**src/rtl/ctr_acc_pkg.sv**
```systemverilog
package ctr_acc_pkg;

   typedef enum logic [1:0] {
      ACC_PERMIT  = 2'b00,
      ACC_UNDEF   = 2'b01,
      ACC_TRAP_L2 = 2'b10,
      ACC_TRAP_L3 = 2'b11
   } acc_res_e;

   typedef struct packed {
      logic has_el2;
      logic has_el3;
      logic el2_enabled;
      logic l3_ctr_en;
      logic l3_trap;
      logic l2_trap;
      logic fgt_present;
      logic l3_fgt_en;
      logic l2_rd_allow;
      logic l2_wr_allow;
      logic undef_prio;
      logic undef_sel;
   } ctl_t;

   typedef struct packed {
      logic at_el0;
      logic early_undef;
      logic fgt_l2;
      logic tpm_l2;
      logic route_l3;
      logic l3_as_undef;
   } cond_t;

endpackage

```
**src/rtl/cat_enc_match.sv**
```systemverilog
module cat_enc_match #(
   parameter int          OP0_W = 2,
   parameter int          OP1_W = 3,
   parameter int          CRN_W = 4,
   parameter int          CRM_W = 4,
   parameter int          OP2_W = 3,
   parameter logic [OP0_W-1:0] OP0_V = 2'b11,
   parameter logic [OP1_W-1:0] OP1_V = 3'b000,
   parameter logic [CRN_W-1:0] CRN_V = 4'b1001,
   parameter logic [CRM_W-1:0] CRM_V = 4'b1110,
   parameter logic [OP2_W-1:0] OP2_V = 3'b100
) (
   input  logic [OP0_W-1:0] op0_i,
   input  logic [OP1_W-1:0] op1_i,
   input  logic [CRN_W-1:0] crn_i,
   input  logic [CRM_W-1:0] crm_i,
   input  logic [OP2_W-1:0] op2_i,
   output logic             hit_o
);
   localparam int NFLD = 5;
   logic [NFLD-1:0] fld_eq;

   always_comb begin
      fld_eq[0] = (op0_i == OP0_V);
      fld_eq[1] = (op1_i == OP1_V);
      fld_eq[2] = (crn_i == CRN_V);
      fld_eq[3] = (crm_i == CRM_V);
      fld_eq[4] = (op2_i == OP2_V);
   end

   assign hit_o = &fld_eq;
endmodule

```
**src/rtl/cat_cond_eval.sv**
```systemverilog
module cat_cond_eval
   import ctr_acc_pkg::*;
#(
   parameter int EL_W     = 2,
   parameter bit FGT_IMPL = 1'b1
) (
   input  logic [EL_W-1:0] el_i,
   input  logic            write_i,
   input  ctl_t            ctl_i,
   output cond_t           cond_o
);
   logic at_el1, at_el2, at_el12;
   logic el2_live, l3_block, dir_allow, fgt_hit;

   always_comb begin
      at_el1    = (el_i == EL_W'(1));
      at_el2    = (el_i == EL_W'(2));
      at_el12   = at_el1 | at_el2;
      el2_live  = ctl_i.has_el2 & ctl_i.el2_enabled;
      l3_block  = ctl_i.has_el3 & (~ctl_i.l3_ctr_en | ctl_i.l3_trap);
      dir_allow = write_i ? ctl_i.l2_wr_allow : ctl_i.l2_rd_allow;
   end

   generate
      if (FGT_IMPL) begin : g_fgt
         assign fgt_hit = ctl_i.fgt_present &
                          ((ctl_i.has_el3 & ~ctl_i.l3_fgt_en) | ~dir_allow);
      end else begin : g_no_fgt
         logic unused_fgt;
         assign unused_fgt = ^{dir_allow, ctl_i.fgt_present, ctl_i.l3_fgt_en};
         assign fgt_hit    = 1'b0;
      end
   endgenerate

   always_comb begin
      cond_o.at_el0      = (el_i == '0);
      cond_o.early_undef = at_el12 & ctl_i.undef_prio & l3_block;
      cond_o.fgt_l2      = at_el1 & el2_live & fgt_hit;
      cond_o.tpm_l2      = at_el1 & el2_live & ctl_i.l2_trap;
      cond_o.route_l3    = at_el12 & l3_block;
      cond_o.l3_as_undef = ctl_i.undef_sel;
   end
endmodule

```
**src/rtl/cat_prio_sel.sv**
```systemverilog
module cat_prio_sel
   import ctr_acc_pkg::*;
#(
   parameter int          EC_W    = 6,
   parameter logic [EC_W-1:0] TRAP_EC = 6'h18
) (
   input  cond_t           cond_i,
   output acc_res_e        res_o,
   output logic [EC_W-1:0] ec_o
);
   always_comb begin
      if (cond_i.at_el0)            res_o = ACC_UNDEF;
      else if (cond_i.early_undef)  res_o = ACC_UNDEF;
      else if (cond_i.fgt_l2)       res_o = ACC_TRAP_L2;
      else if (cond_i.tpm_l2)       res_o = ACC_TRAP_L2;
      else if (cond_i.route_l3)     res_o = cond_i.l3_as_undef ? ACC_UNDEF : ACC_TRAP_L3;
      else                          res_o = ACC_PERMIT;
      ec_o = res_o[1] ? TRAP_EC : '0;
   end
endmodule

```
**src/rtl/ctr_acc_trap_arb.sv**
```systemverilog
module ctr_acc_trap_arb
   import ctr_acc_pkg::*;
#(
   parameter int          EL_W     = 2,
   parameter int          EC_W     = 6,
   parameter logic [EC_W-1:0] TRAP_EC = 6'h18,
   parameter bit          FGT_IMPL = 1'b1
) (
   input  logic            clk_i,
   input  logic            rst_ni,
   input  logic            req_valid_i,
   input  logic            req_write_i,
   input  logic [1:0]      enc_op0_i,
   input  logic [2:0]      enc_op1_i,
   input  logic [3:0]      enc_crn_i,
   input  logic [3:0]      enc_crm_i,
   input  logic [2:0]      enc_op2_i,
   input  logic [EL_W-1:0] cur_el_i,
   input  logic            has_el2_i,
   input  logic            has_el3_i,
   input  logic            el2_enabled_i,
   input  logic            l3_ctr_en_i,
   input  logic            l3_trap_i,
   input  logic            l2_trap_i,
   input  logic            fgt_present_i,
   input  logic            l3_fgt_en_i,
   input  logic            l2_rd_allow_i,
   input  logic            l2_wr_allow_i,
   input  logic            undef_prio_i,
   input  logic            undef_sel_i,
   output logic            rsp_valid_o,
   output logic [1:0]      rsp_result_o,
   output logic [EC_W-1:0] rsp_ec_o
);
   localparam int EC_MAX = (1 << EC_W) - 1;

   generate
      if (EL_W != 2) begin : g_bad_el
         $error("EL_W must be 2");
      end
      if (EC_W < 1 || EC_W > 16) begin : g_bad_ec
         $error("EC_W out of range");
      end
      if (int'(TRAP_EC) == 0 || int'(TRAP_EC) > EC_MAX) begin : g_bad_trap_ec
         $error("TRAP_EC must be nonzero and fit EC_W");
      end
   endgenerate

   ctl_t            ctl;
   cond_t           cond;
   acc_res_e        res_d;
   logic [EC_W-1:0] ec_d;
   logic            enc_hit;

   always_comb begin
      ctl.has_el2     = has_el2_i;
      ctl.has_el3     = has_el3_i;
      ctl.el2_enabled = el2_enabled_i;
      ctl.l3_ctr_en   = l3_ctr_en_i;
      ctl.l3_trap     = l3_trap_i;
      ctl.l2_trap     = l2_trap_i;
      ctl.fgt_present = fgt_present_i;
      ctl.l3_fgt_en   = l3_fgt_en_i;
      ctl.l2_rd_allow = l2_rd_allow_i;
      ctl.l2_wr_allow = l2_wr_allow_i;
      ctl.undef_prio  = undef_prio_i;
      ctl.undef_sel   = undef_sel_i;
   end

   cat_enc_match i_match (
      .op0_i (enc_op0_i),
      .op1_i (enc_op1_i),
      .crn_i (enc_crn_i),
      .crm_i (enc_crm_i),
      .op2_i (enc_op2_i),
      .hit_o (enc_hit)
   );

   cat_cond_eval #(.EL_W(EL_W), .FGT_IMPL(FGT_IMPL)) i_cond (
      .el_i    (cur_el_i),
      .write_i (req_write_i),
      .ctl_i   (ctl),
      .cond_o  (cond)
   );

   cat_prio_sel #(.EC_W(EC_W), .TRAP_EC(TRAP_EC)) i_prio (
      .cond_i (cond),
      .res_o  (res_d),
      .ec_o   (ec_d)
   );

   logic accept;
   assign accept = req_valid_i & enc_hit;

   always_ff @(posedge clk_i) begin
      if (!rst_ni) begin
         rsp_valid_o  <= 1'b0;
         rsp_result_o <= '0;
         rsp_ec_o     <= '0;
      end else begin
         rsp_valid_o  <= accept;
         rsp_result_o <= accept ? res_d : ACC_PERMIT;
         rsp_ec_o     <= accept ? ec_d : '0;
      end
   end
endmodule

```
**config.mk**
```make
export PLATFORM = sky130hd
export DESIGN_NAME = ctr_acc_trap_arb
export DESIGN_NICKNAME = d
export VERILOG_FILES = /design/src/rtl/ctr_acc_pkg.sv /design/src/rtl/cat_enc_match.sv /design/src/rtl/cat_cond_eval.sv /design/src/rtl/cat_prio_sel.sv /design/src/rtl/ctr_acc_trap_arb.sv
export SDC_FILE = /design/constraint.sdc
export NUM_CORES = 1
export LEC_CHECK = 0
export ABC_AREA = 1
export CORE_AREA = 2 2 42 44
export DETAILED_ROUTE_END_ITERATION = 16
export DIE_AREA = 0 0 44 46
export MAX_ROUTING_LAYER = met4
export PLACE_DENSITY = 0.75
export SLEW_MARGIN = 20
export SYNTH_ARGS = -nofsm -noshare
export SYNTH_HDL_FRONTEND = slang
export SYNTH_SLANG_ARGS = --single-unit
```
**constraint.sdc**
```tcl
create_clock -name clk_i -period 1.47 [get_ports clk_i]
set_input_delay 0.441 -clock clk_i [delete_from_list [all_inputs] [get_ports clk_i]]
set_output_delay 0.441 -clock clk_i [all_outputs]
set_load 0.005 [all_outputs]
```
==> flow_summary_export.csv <==
group,metric,value,unit
timing,rsz0062_at_grt,"no",
setup_path,slowest_stage,"dlygate4sd2_1",
setup_path,critPathKind,"in2reg",
logic_synthesis,synth_edf_count,0,
cts,clk_pin_slew,40,ps
logic_synthesis,yosys_register_bits,3,
finish,nets,151,
setup_path,critical_path.most_common_cell,"nor2_1",
global_routing,grt_pass1_vias,451,
placed_design,gp_congestion,0.658,
finish,multi_input_area,253,um^2
die,die_h,46,um
global_routing,grt.met3_usage,2.38,%
placed_design,placed_area,788,um^2
cts,cts_tree,"yes",
logic_synthesis,yosysTopAreaCell,"inv_1",
logic_synthesis,synth_warnings,0,
cts,cts_buffers,3,
global_routing,grt_pass1_wl,1550,um
setup_path,endpoint_kind,"register",
cts,cts.sinks,3,
timing,report.final.setup_viol,0,
global_routing,grt.busiest_layer,"met2",
cts,cts_hold_buffers,0,
power_and_ir_drop,power.density,445,nW/um^2
global_routing,met2_usage,20.6,%
power_and_ir_drop,cellLeakagePower,0.466,nW
logic_synthesis,yosysSeqAreaShare,14.5,%
logic_synthesis,avgSynthCellArea,5.58,um^2
power_and_ir_drop,seqPwrFrac,22.2,%
die,rows,15,
global_routing,grt_antenna_before_repair,0,
timing,fin_setup_tns,0,ps
logic_synthesis,async_reset_ff_share,0,%
global_routing,track_usage,11.2,%
placed_design,io_buffers,38,
timing,hold_viol_final,0,
placed_design,dp_cells,127,
finish,fillCellCount,172,
setup_path,cpLargestDelayFamily,"buffers and inverters",
hold_path,min_path_type,"in2reg",
routing,wire_per_inst,7.38,um
die,start_util,25.6,%
setup_path,path_max_fanout,2,
setup_path,crit_buf_inv,3,
routing,drt-initial-drc-count,1,
finish,n_antenna_cell,0,
timing,holdWs,746,ps
timing,post-route-period-util,87.2,%
power_and_ir_drop,internal_power,278,uW
logic_synthesis,synth_commonest_cells,"inv_1 (17), nand2_1 (16), nor2_1 (10)",
routing,vias,514,
setup_path,crit_path_cell_trace,"dlygate4sd2_1 -> buf_4 -> ha_1 -> nand3_1 -> nor2_1 -> nand2_1 -> inv_1 -> nor2_1 -> nor2_1",
global_routing,use_met1,9.13,%
flow_run,cap_violations,0,
setup_path,cp.arrival,1410,ps
global_routing,overflow,0,
routing,drc_errors,0,
finish,regArea,60.1,um^2
die,die_area,2020,um^2
cts,clockBufferDepth,2,
finish,final_core_util,51.4,%
power_and_ir_drop,switching_share,24.5,%
routing,first_pass_iters,3,
cts,clock-root-buffer,"clkbuf_4",
routing,routed_wl,967,um
die,core,1610,um^2
die,dieWidth,44,um
logic_synthesis,synth_most_common_cell,"inv_1",
power_and_ir_drop,pwr-share-comb,38.3,%
logic_synthesis,ys_types,16,
timing,fmax,780,MHz
placed_design,place_ws,-300,ps
timing,fin_crit,1280,ps
finish,final_cells,131,
setup_path,critPathLaunchType,"input port",
routing,viasPerCell,3.92,
finish,fin_area,830,um^2
setup_path,slowest_delay,240,ps
finish,drive_gt1_share,15.8,%
logic_synthesis,synth_area,413,um^2
timing,report.final.slew_viol_count,0,
setup_path,required,1600,ps
logic_synthesis,synth-main-ff-cell,"dfxtp_1",
routing,antenna_left,0,
die,io-pin-count,43,
timing,timing.final.ws_setup,188,ps
global_routing,grt_start_max_net_pins,4,
logic_synthesis,synth_cells,74,
status,outcome,"finished, final reports clean",
power_and_ir_drop,power,369,uW
finish,area_delta_synth_final,101,%
placed_design,dp_hpwl,904,um
logic_synthesis,synth_top_area_share,15.5,%
power_and_ir_drop,clkPwrFrac,39.5,%
logic_synthesis,synth_area_leaders,"inv_1 (15%), dfxtp_1 (15%), nand2_1 (15%)",
power_and_ir_drop,power_switching,90.5,uW
power_and_ir_drop,vdd_drop_max,0.000198,V
cts,htreeDepth,1,
==> kinds of logic after synthesis <==
kind of cell               synth area share, %
DFF                                       14.5
buffers and inverters                     30.0
other                                    0.908
AOI/OAI and AO/OA                         3.33
adders and majority gates                 6.06
and+or+nand+nor                           45.2
==> metal layers <==
layer / up-vias / part of all wire (%)
li1: 282 / -
met1: 209 / 32
met2: 21 / 59
met3: 2 / 6.6
met4: 0 / 1.8
met5: - / 0
==> worst paths after layout <==
| check | from | to | slack [ps] | depth (start not counted) |
|---|---|---|---|---|
| min | cur_el_i[1] | rsp_result_o[0] | 750 | 7 |
| max | cur_el_i[0] | rsp_ec_o[3] | 190 | 9 |
==> power groups by stage <==
stage	registers, mW	logic (mW)	clock network [mW]
after global routing	0.0817	0.158	0.159
after floorplan	0.0831	0.0490	0
after global placement	0.0831	0.137	0
final	0.0818	0.141	0.146
after detailed placement	0.0831	0.140	0
after CTS	0.0818	0.143	0.152
==> cells in the final DEF (no fill, tap or decap), types with 4 or more instances in the layout <==
master,count
inv_1,16
nand3_1,4
nor2_1,10
nand2_1,16
clkdlybuf4s50_1,31
conb_1,4
inv_2,5
dlygate4sd2_1,4
==> final cells by class <==
cell class,count,area share (%)
timing repair buffer,39,47.1
clock buffer,4,3.17
sequential,3,7.24
inverter,21,9.50
multi-input combinational,47,30.5
tap,17,2.56
==> state kept, by name, summed over array words and instances (netlist names) <==
name,cells
rsp_ec_o,1
rsp_result_o,1
rsp_valid_o,1
==> what timing repair did <==
item | in CTS | in global routing
setup endpoints to repair | 5 | 4
pin swaps | 4 | 2
setup buffers | 0 | 0
gates resized for setup | 6 | 3
(Power assumes the default switching activity.)
